**src/rtl/rxf_pkg.sv**
```systemverilog
// Package: shared types for the oversampling serial receiver.
// Assumes: status layout is fixed; the bit order is visible at rd_data.
package rxf_pkg;

    // Receiver framing state.
    typedef enum logic [1:0] {
        RX_HUNT  = 2'd0,
        RX_START = 2'd1,
        RX_DATA  = 2'd2,
        RX_STOP  = 2'd3
    } rx_state_e;

    // Status flags; packed so that full is bit 0 and framing is bit 4.
    typedef struct packed {
        logic frame;
        logic noise;
        logic ovr;
        logic idle;
        logic full;
    } rx_stat_t;

    localparam int STAT_W = 5;
    localparam int DATA_W = 9;

endpackage

```
**src/rtl/rxf_frame_rx.sv**
```systemverilog
// Module: rxf_frame_rx
// Synchronises the receive line, hunts for a start edge and takes three
// mid-bit samples per bit. Each bit is decided by majority vote, and each
// finished character is reported as a one-cycle pulse that carries the
// data, the noise and the framing results.
// Assumes: tick pulses OSR times per bit; nine_bit is stable during a frame.
module rxf_frame_rx
    import rxf_pkg::*;
#(
    parameter int OSR         = 16,
    parameter int SYNC_STAGES = 2
) (
    input  logic              clk,
    input  logic              rst_n,
    input  logic              tick,
    input  logic              rx_raw,
    input  logic              nine_bit,
    output logic              rx_sync,
    output logic              chr_valid,
    output logic [DATA_W-1:0] chr_data,
    output logic              chr_noise,
    output logic              chr_frame
);

    localparam int CNT_W = $clog2(OSR);
    localparam logic [CNT_W-1:0] CNT_LAST = CNT_W'(OSR - 1);
    localparam logic [CNT_W-1:0] MID_A    = CNT_W'(OSR / 2 - 1);
    localparam logic [CNT_W-1:0] MID_B    = CNT_W'(OSR / 2);
    localparam logic [CNT_W-1:0] MID_C    = CNT_W'(OSR / 2 + 1);

    rx_state_e         state_q;
    logic [CNT_W-1:0]  cnt_q;
    logic [3:0]        bit_idx_q;
    logic              prev_q;
    logic              s0_q;
    logic              s1_q;
    logic              noise_q;
    logic [DATA_W-1:0] shift_q;
    logic              vote;
    logic              disagree;
    logic [3:0]        last_idx;

    // Metastability synchroniser; the stage count picks the structure.
    generate
        if (SYNC_STAGES > 1) begin : g_sync_chain
            logic [SYNC_STAGES-1:0] sync_q;
            // Shift the raw line through the chain.
            always_ff @(posedge clk) begin
                if (!rst_n) sync_q <= '1;
                else        sync_q <= {sync_q[SYNC_STAGES-2:0], rx_raw};
            end
            assign rx_sync = sync_q[SYNC_STAGES-1];
        end else begin : g_sync_single
            logic sync_q;
            // Single capture flop.
            always_ff @(posedge clk) begin
                if (!rst_n) sync_q <= 1'b1;
                else        sync_q <= rx_raw;
            end
            assign rx_sync = sync_q;
        end
    endgenerate

    // Majority vote of the two stored samples and the current one.
    always_comb begin
        vote     = (s0_q & s1_q) | (s0_q & rx_sync) | (s1_q & rx_sync);
        disagree = !((s0_q == s1_q) && (s1_q == rx_sync));
        last_idx = nine_bit ? 4'd8 : 4'd7;
    end

    // Framing state machine: start qualification, bit assembly, stop check.
    always_ff @(posedge clk) begin
        if (!rst_n) begin
            state_q   <= RX_HUNT;
            cnt_q     <= '0;
            bit_idx_q <= '0;
            prev_q    <= 1'b1;
            s0_q      <= 1'b1;
            s1_q      <= 1'b1;
            noise_q   <= 1'b0;
            shift_q   <= '0;
            chr_valid <= 1'b0;
            chr_data  <= '0;
            chr_noise <= 1'b0;
            chr_frame <= 1'b0;
        end else begin
            chr_valid <= 1'b0;
            if (tick) begin
                prev_q <= rx_sync;
                if (state_q == RX_HUNT) begin
                    if (prev_q && !rx_sync) begin
                        state_q <= RX_START;
                        cnt_q   <= CNT_W'(1);
                        noise_q <= 1'b0;
                    end
                end else begin
                    cnt_q <= (cnt_q == CNT_LAST) ? '0 : cnt_q + 1'b1;
                    if (cnt_q == MID_A) s0_q <= rx_sync;
                    if (cnt_q == MID_B) s1_q <= rx_sync;
                    if (cnt_q == MID_C) begin
                        case (state_q)
                            RX_START: begin
                                if (vote) begin
                                    state_q <= RX_HUNT;
                                end else begin
                                    noise_q   <= disagree;
                                    state_q   <= RX_DATA;
                                    bit_idx_q <= '0;
                                end
                            end
                            RX_DATA: begin
                                shift_q <= {vote, shift_q[DATA_W-1:1]};
                                noise_q <= noise_q | disagree;
                                if (bit_idx_q == last_idx) begin
                                    state_q <= RX_STOP;
                                end else begin
                                    bit_idx_q <= bit_idx_q + 4'd1;
                                end
                            end
                            RX_STOP: begin
                                chr_valid <= 1'b1;
                                chr_data  <= nine_bit ? shift_q
                                                      : {1'b0, shift_q[DATA_W-1:1]};
                                chr_noise <= noise_q | disagree;
                                chr_frame <= !vote;
                                state_q   <= RX_HUNT;
                            end
                            default: state_q <= RX_HUNT;
                        endcase
                    end
                end
            end
        end
    end

endmodule

```
**src/rtl/rxf_idle_det.sv**
```systemverilog
// Module: rxf_idle_det
// Counts consecutive high sample ticks and raises a one-cycle idle event
// when a full frame length of ones has been seen. The event is armed only
// by a character transfer, and it is withheld while wake_hold is set.
// Assumes: rx_sync is already synchronous; tick as in the framing block.
module rxf_idle_det #(
    parameter int OSR      = 16,
    parameter int FRAME8   = 10
) (
    input  logic clk,
    input  logic rst_n,
    input  logic tick,
    input  logic rx_sync,
    input  logic nine_bit,
    input  logic wake_hold,
    input  logic rearm,
    output logic idle_set
);

    localparam int LIM8_I = OSR * FRAME8;
    localparam int LIM9_I = OSR * (FRAME8 + 1);
    localparam int CW     = $clog2(LIM9_I + 1);
    localparam logic [CW-1:0] LIM8 = CW'(LIM8_I);
    localparam logic [CW-1:0] LIM9 = CW'(LIM9_I);

    logic [CW-1:0] ones_q;
    logic [CW-1:0] limit;
    logic          armed_q;
    logic          hit;

    // Frame-length threshold and the tick on which it is reached.
    always_comb begin
        limit    = nine_bit ? LIM9 : LIM8;
        hit      = tick && rx_sync && (ones_q == limit - 1'b1);
        idle_set = hit && armed_q && !wake_hold;
    end

    // Saturating count of consecutive high ticks.
    always_ff @(posedge clk) begin
        if (!rst_n) begin
            ones_q <= '0;
        end else if (tick) begin
            if (!rx_sync)            ones_q <= '0;
            else if (ones_q != LIM9) ones_q <= ones_q + 1'b1;
        end
    end

    // Arming: set by a character transfer, spent by an idle event.
    always_ff @(posedge clk) begin
        if (!rst_n)        armed_q <= 1'b0;
        else if (rearm)    armed_q <= 1'b1;
        else if (idle_set) armed_q <= 1'b0;
    end

endmodule

```
**src/rtl/rxf_status_regs.sv**
```systemverilog
// Module: rxf_status_regs
// Holds the received data register and the five status flags, and runs
// the status-read-then-data-read clear sequence. A character is accepted
// only while neither the full flag nor the overrun flag is set.
// Assumes: rd_en is a single-cycle strobe.
module rxf_status_regs
    import rxf_pkg::*;
(
    input  logic              clk,
    input  logic              rst_n,
    input  logic              chr_valid,
    input  logic [DATA_W-1:0] chr_data,
    input  logic              chr_noise,
    input  logic              chr_frame,
    input  logic              idle_set,
    input  logic              rd_en,
    input  logic              rd_sel,
    output rx_stat_t          stat_q,
    output logic [DATA_W-1:0] data_q,
    output logic              xfer
);

    rx_stat_t arm_q;
    rx_stat_t clr;
    logic     ovr_set;
    logic     stat_rd;
    logic     data_rd;

    // Transfer, overrun and clear decisions for this cycle.
    always_comb begin
        stat_rd = rd_en && !rd_sel;
        data_rd = rd_en && rd_sel;
        xfer    = chr_valid && !stat_q.full && !stat_q.ovr;
        ovr_set = chr_valid && (stat_q.full || stat_q.ovr);
        clr     = data_rd ? arm_q : '0;
    end

    // Clear arming: captured by a status read, consumed by a data read.
    always_ff @(posedge clk) begin
        if (!rst_n)       arm_q <= '0;
        else if (stat_rd) arm_q <= stat_q;
        else if (data_rd) arm_q <= '0;
    end

    // Flag update: armed clear, then new events.
    always_ff @(posedge clk) begin
        if (!rst_n) begin
            stat_q <= '0;
        end else begin
            stat_q.full  <= (stat_q.full  & ~clr.full)  | xfer;
            stat_q.idle  <= (stat_q.idle  & ~clr.idle)  | idle_set;
            stat_q.ovr   <= (stat_q.ovr   & ~clr.ovr)   | ovr_set;
            stat_q.noise <= (stat_q.noise & ~clr.noise) | (xfer & chr_noise);
            stat_q.frame <= (stat_q.frame & ~clr.frame) | (xfer & chr_frame);
        end
    end

    // Data register load on accepted characters only.
    always_ff @(posedge clk) begin
        if (!rst_n)    data_q <= '0;
        else if (xfer) data_q <= chr_data;
    end

endmodule

```
**src/rtl/serial_rx_status.sv**
```systemverilog
// Module: serial_rx_status (top)
// Oversampling serial receiver with a data register, five status flags and
// a two-register read port. It ties together framing, idle detection and
// the flag registers.
// Assumes: sample_en comes from an external baud divider at OSR per bit.
module serial_rx_status
    import rxf_pkg::*;
#(
    parameter int OSR         = 16,
    parameter int SYNC_STAGES = 2,
    parameter int FRAME8      = 10
) (
    input  logic              clk,
    input  logic              rst_n,
    input  logic              sample_en,
    input  logic              rx_line,
    input  logic              nine_bit_mode,
    input  logic              wake_hold,
    input  logic              rd_en,
    input  logic              rd_sel,
    output logic [DATA_W-1:0] rd_data
);

    logic              rx_sync;
    logic              chr_valid;
    logic [DATA_W-1:0] chr_data;
    logic              chr_noise;
    logic              chr_frame;
    logic              idle_set;
    logic              xfer;
    rx_stat_t          stat_q;
    logic [STAT_W-1:0] stat_bits;
    logic [DATA_W-1:0] data_q;

    rxf_frame_rx #(
        .OSR         (OSR),
        .SYNC_STAGES (SYNC_STAGES)
    ) i_frame (
        .clk       (clk),
        .rst_n     (rst_n),
        .tick      (sample_en),
        .rx_raw    (rx_line),
        .nine_bit  (nine_bit_mode),
        .rx_sync   (rx_sync),
        .chr_valid (chr_valid),
        .chr_data  (chr_data),
        .chr_noise (chr_noise),
        .chr_frame (chr_frame)
    );

    rxf_idle_det #(
        .OSR    (OSR),
        .FRAME8 (FRAME8)
    ) i_idle (
        .clk       (clk),
        .rst_n     (rst_n),
        .tick      (sample_en),
        .rx_sync   (rx_sync),
        .nine_bit  (nine_bit_mode),
        .wake_hold (wake_hold),
        .rearm     (xfer),
        .idle_set  (idle_set)
    );

    rxf_status_regs i_regs (
        .clk       (clk),
        .rst_n     (rst_n),
        .chr_valid (chr_valid),
        .chr_data  (chr_data),
        .chr_noise (chr_noise),
        .chr_frame (chr_frame),
        .idle_set  (idle_set),
        .rd_en     (rd_en),
        .rd_sel    (rd_sel),
        .stat_q    (stat_q),
        .data_q    (data_q),
        .xfer      (xfer)
    );

    // Read multiplexer: status padded with zeros, or the data register.
    always_comb begin
        stat_bits = stat_q;
        rd_data   = rd_sel ? data_q : {{(DATA_W-STAT_W){1'b0}}, stat_bits};
    end

endmodule

```
**config.mk**
```make
export PLATFORM = sky130hd
export DESIGN_NAME = serial_rx_status
export DESIGN_NICKNAME = d
export VERILOG_FILES = /design/src/rtl/rxf_pkg.sv /design/src/rtl/rxf_frame_rx.sv /design/src/rtl/rxf_idle_det.sv /design/src/rtl/rxf_status_regs.sv /design/src/rtl/serial_rx_status.sv
export SDC_FILE = /design/constraint.sdc
export NUM_CORES = 1
export LEC_CHECK = 0
export BUFFER_PORTS_ARGS = -buffer_cell sky130_fd_sc_hd__buf_2
export CAP_MARGIN = 10
export CORE_ASPECT_RATIO = 0.8
export CORE_MARGIN = 2
export CORE_UTILIZATION = 25
export CTS_CLUSTER_DIAMETER = 200
export DETAILED_ROUTE_END_ITERATION = 8
export GPL_ROUTABILITY_DRIVEN = 1
export GPL_TIMING_DRIVEN = 1
export PLACE_DENSITY_LB_ADDON = 0.25
export SYNTH_ARGS = -nofsm -noshare
export SYNTH_HDL_FRONTEND = slang
export SYNTH_SLANG_ARGS = --single-unit
```
**constraint.sdc**
```tcl
create_clock -name clk -period 3.1 [get_ports clk]
set_input_delay 0.62 -clock clk [delete_from_list [all_inputs] [get_ports clk]]
set_output_delay 0.62 -clock clk [all_outputs]
set_load 0.05 [all_outputs]
```
==> Yosys cells after proc, flatten, opt, wreduce, memory -nomap -nowiden <==
Cells that the tools add are included.
{ "classes": {"n_addsub": 4, "eq_ne": 18, "n_mux": 29, "n_bitwise": 27, "reduce_logical": 35} }
{ "op_table": {"columns": ["op", "n"], "rows": [
  ["4-bit 2-to-1 mux", 6],
  ["5-bit 2-to-1 mux", 4],
  ["9-bit 2-to-1 mux", 2],
  ["8-bit 2-to-1 mux", 2],
  ["4-bit equality test (second input constant)", 3],
  ["4-bit AND reduction", 3],
  ["1-bit logical AND", 11],
  ["1-bit bitwise AND", 10],
  ["2-bit 2-to-1 mux", 5],
  ["1-bit NOT", 9],
  ["4-bit by 1-bit adder with 4-bit output (second input constant)", 2],
  ["8-bit by 1-bit adder with 8-bit output (second input constant)", 1],
  ["8-bit equality test", 1],
  ["8-bit != test (second input constant)", 1],
  ["1-bit bitwise OR", 8],
  ["4-bit one-hot mux with 2 select lines", 1],
  ["2-bit nonzero test", 4],
  ["8-bit by 1-bit subtractor with 8-bit output (second input constant)", 1],
  ["1-bit logical NOT", 7],
  ["1-bit 2-to-1 mux", 7],
  ["2-bit != test (second input constant)", 3],
  ["3-bit AND reduction", 2],
  ["6-bit AND reduction", 1],
  ["5-bit AND reduction", 1],
  ["15 further kinds", 18]
]} }
{ "word_totals": {"register_bits": 65, "inputBits": 8, "out_inout_bits": 9, "wordCells": 139} }

==> Depth between registers and ports, before layout <==
Gate-level depths: netlist (run 1).
{ "logic_depth": {"depth_word": 8, "mapped_depth": 9, "depth_no_buf": 6} }

==> Cells and area by module <==
A second synthesis (run 1) with hierarchy kept.
{ "unflattened": {"cells_unflattened": 342, "area_unflattened_um2": 3166.8} }
{ "modules_own_cells": {"columns": ["module", "n_inst", "cells_each", "area_per_inst_um2", "seq_area_each_um2"], "rows": [
  ["rxf_frame_rx", 1, 189, 1759.2, 740.7],
  ["rxf_status_regs", 1, 85, 794.5, 380.4],
  ["rxf_idle_det", 1, 58, 496.7, 180.2],
  ["serial_rx_status", 1, 10, 116.4, 0.0]
]} }

==> Worst setup path after synthesis (run 1) <==
No wires, ideal clock.
{ "synth_path": {"path_kind": "input -> output", "start": "in rd_sel", "end": "out rd_data[4]", "t_arrival_ns": 1.610, "t_required_ns": 2.480, "setup_slack_ns": 0.870, "path_stages": 3, "path_buffers": 2, "path_cell_list": "clkbuf_1 -> clkbuf_1 -> mux2_2"} }
{ "synth_via": {"elab_chain_cells": 1} }
{ "synth_rtl": {"columns": ["item", "line_no", "text"], "rows": [
  ["start, declared", "serial_rx_status.sv:20", "input logic rd_sel,"],
  ["9-bit 2-to-1 mux", "serial_rx_status.sv:83", "rd_data = rd_sel ? data_q : {{(DATA_W-STAT_W){1'b0}}, stat_bits};"],
  ["end, declared", "serial_rx_status.sv:21", "output logic [DATA_W-1:0] rd_data"]
]} }
No other way between the ends.

==> Final worst setup path (run 1) <==
{ "layout_path": {"start": "in rd_sel", "end": "out rd_data[0]"} }
The elaborated chain is that of the path after synthesis.

==> run_results.csv, run 1 <==
group,metric,value,unit
sta,setup_viol,0,
finish,area_growth,14.1,%
floorplanning,core_area,0.0128,sq mm
setup_path,critPathLaunchType,"primary input",
power,p_leak,1.49,nW
clock_network,cts_tree,"yes",
power,internal-power,1.44,mW
power,p_seq_share,45.2,%
clock_network,clockBufferDepth,2,
setup_path,r2r_start,"i_frame.state_q[0]",
power,switching_share,23.3,%
power,power.density,502,mW/mm^2
setup_path,endpoint_kind,"output pin",
synthesis,synthArstFlopShare,0,%
global_routing,grt_pass1_wl,11300,um
synthesis,ys_types,50,
sta,setup_tns,0,ns
global_routing,antenna_found_initial,0,
setup_path,crit_family,"buffers and inverters",
clock_network,cts.reportedPaths.clkPinSlew,0.05,ns
drt,wire_per_inst,12.0,um
hold_path,hp-start,"i_frame.g_sync_chain.sync_q[0]",
sta,finalCriticalPeriod,2.12,ns
job,cap_violations,0,
synthesis,synth_edf_count,0,
finish,final_common_cell,"dfxtp_1",
floorplanning,fp-row-count,37,
global_routing,grt_pass1_vias,2331,
clock_network,post-cts-setup-buffers,0,
sta,finClkSkew,0.00685,ns
floorplanning,fp.dieW,132,um
synthesis,yosys_warnings,0,
drt,drtIter0Drc,107,
floorplanning,start_util,25.5,%
sta,drv_slew,0,
synthesis,synth_ff_type,"dfxtp_1",
finish,post-route-util,29.1,%
synthesis,synth_nets,376,
place,gp_congestion,0.719,
global_routing,grt_util_all_layers,9.91,%
synthesis,syn_area,0.00327,sq mm
floorplanning,die_height,106,um
power,p_switching,0.436,mW
synthesis,syn_area_per_cell,9.19,sq um
power,clkPwrFrac,50.5,%
drt,via_count,2416,
sta,rsz0062_at_grt,"no",
floorplanning,io_pins,17,
setup_path,critPathMaxFanout,19,
clock_network,cts_resized,0,
drt,drc,0,
finish,multiInputGateArea,0.00179,sq mm
finish,ff_latch_area,0.00130,sq mm
clock_network,numCtsBuffers,9,
synthesis,ys_seq_area_share,39.8,%
setup_path,rrSetupSlack,1.04,ns
setup_path,path_class,"in2out",
setup_path,slowest_stage,"mux2_2",
finish,final_cell_mix,"dfxtp_1 (65), nand2_1 (46), mux2i_1 (26)",
setup_path,required,2.48,ns
drt,first_pass_iters,4,
sta,slew_headroom,61.6,%
drt,ant_nets,0,
setup_path,max_stage_delay,0.38,ns
synthesis,synth_cells,356,
sta,fin_crit_sh,68.3,%
clock_network,clk_latency,0.33,ns
clock_network,hold_buffers,0,
setup_path,worstPathBufferInverterCount,2,
clock_network,clock_sinks,65,
global_routing,gr-total-overflow,0,
sta,tightest_slew,0.574,ns
place,place_hpwl,4350,um
hold_path,hold_class,"reg2reg",
finish,drive_gt1_share,12.3,%
finish,nFillCells,1341,
power,ir_drop,0.000340,V
place,portBuffers,16,
clock_network,htree_levels,3,
run_status,outcome,"finished, final reports clean",
finish,diodes,0,
drt,routed_wl,6510,um
synthesis,ys_ff_latch,65,
power,combPwrFrac,4.3,%
setup_path,cp-startpoint,"rd_sel",
drt,avgViaCountPerCell,4.47,
clock_network,cts_root_buffer,"clkbuf_16",
setup_path,arrival,1.50,ns
floorplanning,die-area,0.0140,sq mm
global_routing,grt_max_degree,79,
setup_path,crit_path_frequent_cell,"buf_2",
setup_path,crit_chain,"buf_2 -> mux2_2 -> buf_2",
sta,final_hold_viol_count,0,
finish,fin_nets,380,
sta,clock.fmax,472,MHz
[cell families (layout without fill, tap and decap cells)]
logic type                 Yosys count  in the layout  synth area share (%)
buffers and inverters               35             44                  5.62
AOI/OAI and AO/OA                   72             72                  16.5
muxes                               31             31                  9.68
DFF                                 65             65                  39.8
adders and majority gates           12             12                  4.59
and+or+nand+nor                    141            141                  23.8
[final timing paths]
kind,end,cells past startpoint
setup reg to reg,i_frame.shift_q[6],6
setup / recovery,rd_data[0],3
hold reg to reg,i_frame.g_sync_chain.sync_q[1],1
hold / removal,i_frame.g_sync_chain.sync_q[1],1
[power groups by stage]
stage	combinational (mW)	clock (mW)	sequential [mW]
detailed placement	0.0812	0	0.865
finish	0.0806	0.946	0.847
global route	0.0910	1.02	0.847
floorplan	0.0635	0	0.863
CTS	0.0817	0.975	0.847
global placement	0.0800	0	0.865
[synth_stat cells (6+ instances only)]
library cell | count | area share [%]
a21boi_0 | 19 | 4.4
a21oi_1 | 7 | 1.1
and2_1 | 7 | 1.3
clkbuf_1 | 13 | 1.5
dfxtp_1 | 65 | 40
ha_1 | 12 | 4.6
inv_1 | 10 | 1.1
mux2i_1 | 26 | 8.0
nand2_1 | 46 | 5.3
nand2b_1 | 9 | 1.7
nand3_1 | 13 | 2.0
nand3b_1 | 8 | 1.8
nand4b_1 | 6 | 1.6
nor2_1 | 9 | 1.0
nor2b_1 | 20 | 3.8
o211a_1 | 9 | 2.8
o21ai_0 | 8 | 1.2
[layout make-up]
| type | count | area share [%] |
|---|---|---|
| Inverter | 10 | 1.01 |
| Clock buffer | 10 | 6.40 |
| Clock inverter | 6 | 1.14 |
| Tap cell | 175 | 5.87 |
| Multi-Input combinational cell | 256 | 47.8 |
| Sequential cell | 65 | 34.9 |
| Timing Repair Buffer | 18 | 2.88 |
[worst register-to-register path: stages (launching register included)]
cell	delay, ns
dfxtp_1	0.39
inv_1	0.08
ha_1	0.27
and2b_1	0.36
nand3_1	0.47
mux2i_1	0.31
nor2b_1	0.06
[metrics by stage]
stage | setup slack (ns) | instances | instance area (sq um) | hold WS [ns] | total power, mW
floorplan | 0.870 | 356 | 3270 | 0.386 | 0.927
global placement | 1.01 | 524 | 3450 | 0.406 | 0.945
detailed placement | 0.977 | 524 | 3450 | 0.394 | 0.947
CTS | 0.974 | 540 | 3730 | 0.406 | 1.90
global route | 0.846 | 540 | 3730 | 0.423 | 1.96
finish | 0.982 | 540 | 3730 | 0.406 | 1.87
[metal layers]
| metal | track usage, % | up-vias | share of wire (%) |
|---|---|---|---|
| met4 | 3.57 | 0 | 1.8 |
| met1 | 14.0 | 1101 | 54 |
| met5 | 0 | - | 0 |
| met2 | 14.2 | 33 | 41 |
| li1 | - | 1272 | - |
| met3 | 3.00 | 10 | 2.9 |
[registers in the layout (all words and copies together) (netlist names)]
name / flops
i_frame.s1_q: 1
i_idle.ones_q: 8
i_regs.arm_q: 5
i_frame.shift_q: 9
i_frame.g_sync_chain.sync_q: 2
i_frame.cnt_q: 4
i_frame.prev_q: 1
i_frame.noise_q: 1
i_regs.stat_q: 5
i_frame.bit_idx_q: 4
i_frame.chr_frame: 1
i_idle.armed_q: 1
i_frame.s0_q: 1
i_frame.chr_data: 9
i_frame.state_q: 2
i_frame.chr_valid: 1
i_frame.chr_noise: 1
i_regs.data_q: 9
No activity file was read; power rests on OpenSTA's default activity.
==> run 2, diff against run 1 <==
==> constraint.sdc (replaced) <==
create_clock -name clk -period 2.2 [get_ports clk]
set_input_delay 0.44 -clock clk [delete_from_list [all_inputs] [get_ports clk]]
set_output_delay 0.44 -clock clk [all_outputs]
set_load 0.05 [all_outputs]
==> run_results.csv, run 2 (synthesis gave the netlist of run 1 again) <==
group,metric,value,unit
finish,nFillCells,1363,
finish,fin_cells,545,
sta,final_hold_viol_count,0,
sta,rsz0062_at_grt,"no",
setup_path,required,2.41,ns
finish,reg_top3,"i_frame.chr_data x9, i_frame.shift_q x9, i_regs.data_q x9",
clock_network,cts.reportedPaths.clkPinSlew,0.06,ns
drt,drtIter0Drc,162,
clock_network,clk_latency,0.33,ns
global_routing,gr-total-overflow,0,
sta,tightest_slew,0.503,ns
power,design_power_total,2.73,mW
global_routing,grt_max_degree,45,
finish,multiInputGateArea,0.00179,sq mm
clock_network,cts_resized,0,
power,power.density,722,mW/mm^2
sta,drv_slew,0,
floorplanning,fp.dieW,132,um
floorplanning,core_area,0.0128,sq mm
power,ir_drop,0.000307,V
floorplanning,die_height,106,um
drt,routed_wl,7000,um
clock_network,cts_tree,"yes",
sta,setup_tns,0,ns
sta,hold_slack,0.291,ns
sta,fin_crit_sh,85.1,%
clock_network,cts_root_buffer,"clkbuf_16",
setup_path,endpoint_kind,"flop",
sta,clock.fmax,534,MHz
floorplanning,io_pins,17,
clock_network,post-cts-setup-buffers,0,
global_routing,grt_util_all_layers,10.7,%
clock_network,htree_levels,3,
global_routing,grt_pass1_vias,2462,
floorplanning,start_util,25.5,%
finish,drive_gt1_share,13.5,%
place,placed_cells_incl_taps,529,
setup_path,critPathLaunchType,"flop",
finish,area_growth,15.7,%
global_routing,grt_pass1_wl,11900,um
finish,diodes,0,
setup_path,path_class,"reg2reg",
finish,final_cell_mix,"dfxtp_1 (65), nand2_1 (46), mux2i_1 (26)",
drt,via_count,2543,
sta,finClkSkew,0.00762,ns
finish,fin_nets,385,
run_status,outcome,"finished, final reports clean",
sta,setup_viol,0,
drt,ant_nets,0,
setup_path,critPathMaxFanout,9,
clock_network,clockBufferDepth,2,
hold_path,hp-start,"rx_line",
drt,drc,0,
sta,finalCriticalPeriod,1.87,ns
drt,wire_per_inst,12.8,um
clock_network,clock_sinks,65,
place,portBuffers,16,
drt,first_pass_iters,4,
setup_path,rrSetupSlack,0.33,ns
finish,ff_latch_area,0.00130,sq mm
setup_path,cp-startpoint,"i_frame.cnt_q[0]",
floorplanning,die-area,0.0140,sq mm
clock_network,numCtsBuffers,9,
global_routing,antenna_found_initial,0,
setup_path,r2r_start,"i_frame.cnt_q[0]",
job,cap_violations,0,
floorplanning,fp-row-count,37,
sta,slew_headroom,66.1,%
hold_path,hold_class,"in2reg",
finish,final_common_cell,"dfxtp_1",
drt,avgViaCountPerCell,4.67,
setup_path,arrival,2.08,ns
power,p_leak,1.52,nW
clock_network,hold_buffers,0,
place,place_hpwl,4820,um
place,gp_congestion,0.775,
==> run 2: layout make-up <==
type	instances	share of cell area, %
clock buffer	9	5.95
clock inverter	7	1.88
inverter	10	0.992
multi-input combinational	256	47.2
sequential	65	34.4
tap	175	5.79
timing repair buffer	23	3.83
==> run 2: final timing paths <==
check,depth (start not counted),end
max,5,i_frame.bit_idx_q[2]
min,2,i_frame.g_sync_chain.sync_q[0]
max reg2reg,5,i_frame.bit_idx_q[2]
min reg2reg,1,i_frame.g_sync_chain.sync_q[1]
==> run 2: stage by stage <==
step | utilization [%] | cell area (sq um) | setup slack (ns)
after floorplan | - | 3270 | 0.330
after global placement | 27.2 | 3490 | 0.477
after detailed placement | 27.2 | 3490 | 0.362
after CTS | 29.5 | 3780 | 0.352
after global routing | 29.5 | 3780 | 0.170
final | 29.5 | 3780 | 0.327
==> run 2: worst max-delay path: stages, from the launching register on <==
cell       delay (ns)
dfxtp_1          0.43
ha_1             0.18
and3b_1          0.34
o2111ai_1        0.30
a211oi_1         0.35
o22ai_1          0.15
==> run 2: per-layer routing <==
metal  vias to the layer above  global-route usage, %  part of all wire (%)
met5                         -                      0                     0
met1                      1217                   14.0                    51
met2                        35                   16.3                    44
met3                        11                   2.77                   3.0
li1                       1280                      -                     -
met4                         0                   4.97                   2.0
==> run 2: power breakdown <==
part	internal, mW	total, mW	leakage [nW]	switching (mW)
clock network	0.873	1.42	0.137	0.543
logic	0.0505	0.122	0.859	0.0714
registers	1.19	1.19	0.525	0.00824
total	2.11	2.73	1.52	0.623
==> run 3, diff against run 2 <==
--- a/config.mk
+++ b/config.mk
@@ -18,3 +18,4 @@
 export SYNTH_ARGS = -nofsm -noshare
 export SYNTH_HDL_FRONTEND = slang
 export SYNTH_SLANG_ARGS = --single-unit
+export TNS_END_PERCENT = 5
==> constraint.sdc (replaced) <==
create_clock -name clk -period 2.39 [get_ports clk]
set_input_delay 0.478 -clock clk [delete_from_list [all_inputs] [get_ports clk]]
set_output_delay 0.478 -clock clk [all_outputs]
set_load 0.05 [all_outputs]
==> run_results.csv, run 3 (synthesis gave the netlist of run 1 again) <==
group,metric,value,unit
sta,setup_viol,0,
sta,finalCriticalPeriod,1.86,ns
finish,area_growth,16.7,%
global_routing,grt_pass1_vias,2317,
floorplanning,io_pins,17,
drt,first_pass_iters,4,
drt,via_count,2477,
setup_path,crit_chain,"buf_2 -> mux2_2 -> buf_2",
sta,rsz0062_at_grt,"no",
drt,drc,0,
clock_network,hold_buffers,0,
sta,tightest_slew,0.543,ns
sta,final_hold_viol_count,0,
hold_path,hold_class,"in2reg",
setup_path,slowest_stage,"mux2_2",
global_routing,gr-total-overflow,0,
place,place_ws,0.549,ns
finish,fin_nets,384,
finish,diodes,0,
drt,wire_per_inst,12.3,um
place,placed_cells_incl_taps,528,
power,p_seq_share,40.0,%
clock_network,cts.reportedPaths.clkPinSlew,0.06,ns
clock_network,clock_sinks,65,
power,combPwrFrac,3.9,%
sta,finClkSkew,0.00374,ns
clock_network,clk_latency,0.33,ns
finish,fin_cells,544,
setup_path,required,1.91,ns
setup_path,crit_path_frequent_cell,"buf_2",
finish,drive_gt1_share,13.3,%
floorplanning,fp.dieW,132,um
power,p_leak,1.54,nW
power,ir_drop,0.000330,V
drt,avgViaCountPerCell,4.55,
run_status,outcome,"finished, final reports clean",
sta,fin_ws,0.535,ns
drt,routed_wl,6670,um
setup_path,arrival,1.38,ns
setup_path,crit_family,"buffers and inverters",
power,clkPwrFrac,56.1,%
clock_network,clockBufferDepth,2,
job,cap_violations,0,
setup_path,path_class,"in2out",
clock_network,cts_tree,"yes",
place,portBuffers,16,
finish,final_common_cell,"dfxtp_1",
clock_network,cts_root_buffer,"clkbuf_16",
drt,drtIter0Drc,159,
sta,fin_crit_sh,77.6,%
global_routing,antenna_found_initial,0,
power,internal-power,2.16,mW
setup_path,endpoint_kind,"output pin",
sta,drv_slew,0,
clock_network,numCtsBuffers,9,
setup_path,worstPathBufferInverterCount,2,
setup_path,critPathLaunchType,"primary input",
power,design_power_total,2.75,mW
power,p_switching,0.585,mW
floorplanning,die-area,0.0140,sq mm
floorplanning,die_height,106,um
floorplanning,core_area,0.0128,sq mm
sta,setup_tns,0,ns
clock_network,htree_levels,3,
global_routing,grt_max_degree,32,
power,power.density,720,mW/mm^2
clock_network,post-cts-setup-buffers,0,
sta,slew_headroom,63.8,%
clock_network,cts_resized,0,
drt,ant_nets,0,
global_routing,grt_pass1_wl,11500,um
floorplanning,fp-row-count,37,
finish,reg_top3,"i_frame.chr_data x9, i_frame.shift_q x9, i_regs.data_q x9",
setup_path,max_stage_delay,0.38,ns
setup_path,rrSetupSlack,0.54,ns
sta,clock.fmax,539,MHz
place,gp_congestion,0.673,
power,switching_share,21.3,%
setup_path,critPathMaxFanout,19,
global_routing,grt_util_all_layers,10.2,%
finish,final_cell_mix,"dfxtp_1 (65), nand2_1 (46), mux2i_1 (26)",
floorplanning,start_util,25.5,%
place,place_hpwl,4580,um
-- run 3: worst reg2reg max path, stage by stage (launching register included) --
cell       delay, ns
dfxtp_1         0.42
ha_1            0.17
and3b_1         0.35
o2111ai_1       0.34
a211oi_1        0.33
o22ai_1         0.12
-- run 3: path summary, 6_finish.rpt --
check                                                     from                              to  cells after the start
worst max-delay path                                    rd_sel                      rd_data[3]                      3
worst max register to register                i_frame.cnt_q[0]            i_frame.bit_idx_q[2]                      5
worst min register to register  i_frame.g_sync_chain.sync_q[0]  i_frame.g_sync_chain.sync_q[1]                      1
worst min-delay path                                   rx_line  i_frame.g_sync_chain.sync_q[0]                      2
-- run 3: power groups by stage --
stage	Sequential [mW]	Combinational (mW)	Clock, mW
after global placement	1.12	0.106	0
after detailed placement	1.12	0.107	0
after CTS	1.10	0.108	1.59
after floorplan	1.12	0.0824	0
final	1.10	0.108	1.54
after global routing	1.10	0.120	1.63
-- run 3: metrics by stage --
step	util, %	cell area, sq um	hold slack, ns
6_report	29.8	3820	0.330
5_1_grt	29.8	3820	0.339
4_1_cts	29.8	3820	0.324
3_5_place_dp	27.0	3470	0.395
3_3_place_gp	27.0	3470	0.393
2_1_floorplan	-	3270	0.386
-- run 3: cell type report --
| class | count | area (sq um) |
|---|---|---|
| Clock buffer | 9 | 225 |
| Clock inverter | 7 | 124 |
| Fill cell | 1343 | 9010 |
| Inverter | 10 | 37.5 |
| Multi-Input combinational cell | 256 | 1790 |
| Sequential cell | 65 | 1300 |
| Tap cell | 175 | 219 |
| Timing Repair Buffer | 22 | 125 |
-- run 3: layer usage --
metal	vias to the layer above	track usage, %	routed length (um)
li1	1276	-	-
met1	1164	14.4	3660
met2	29	14.3	2710
met3	8	3.00	183
met4	0	4.19	122
met5	-	0	0
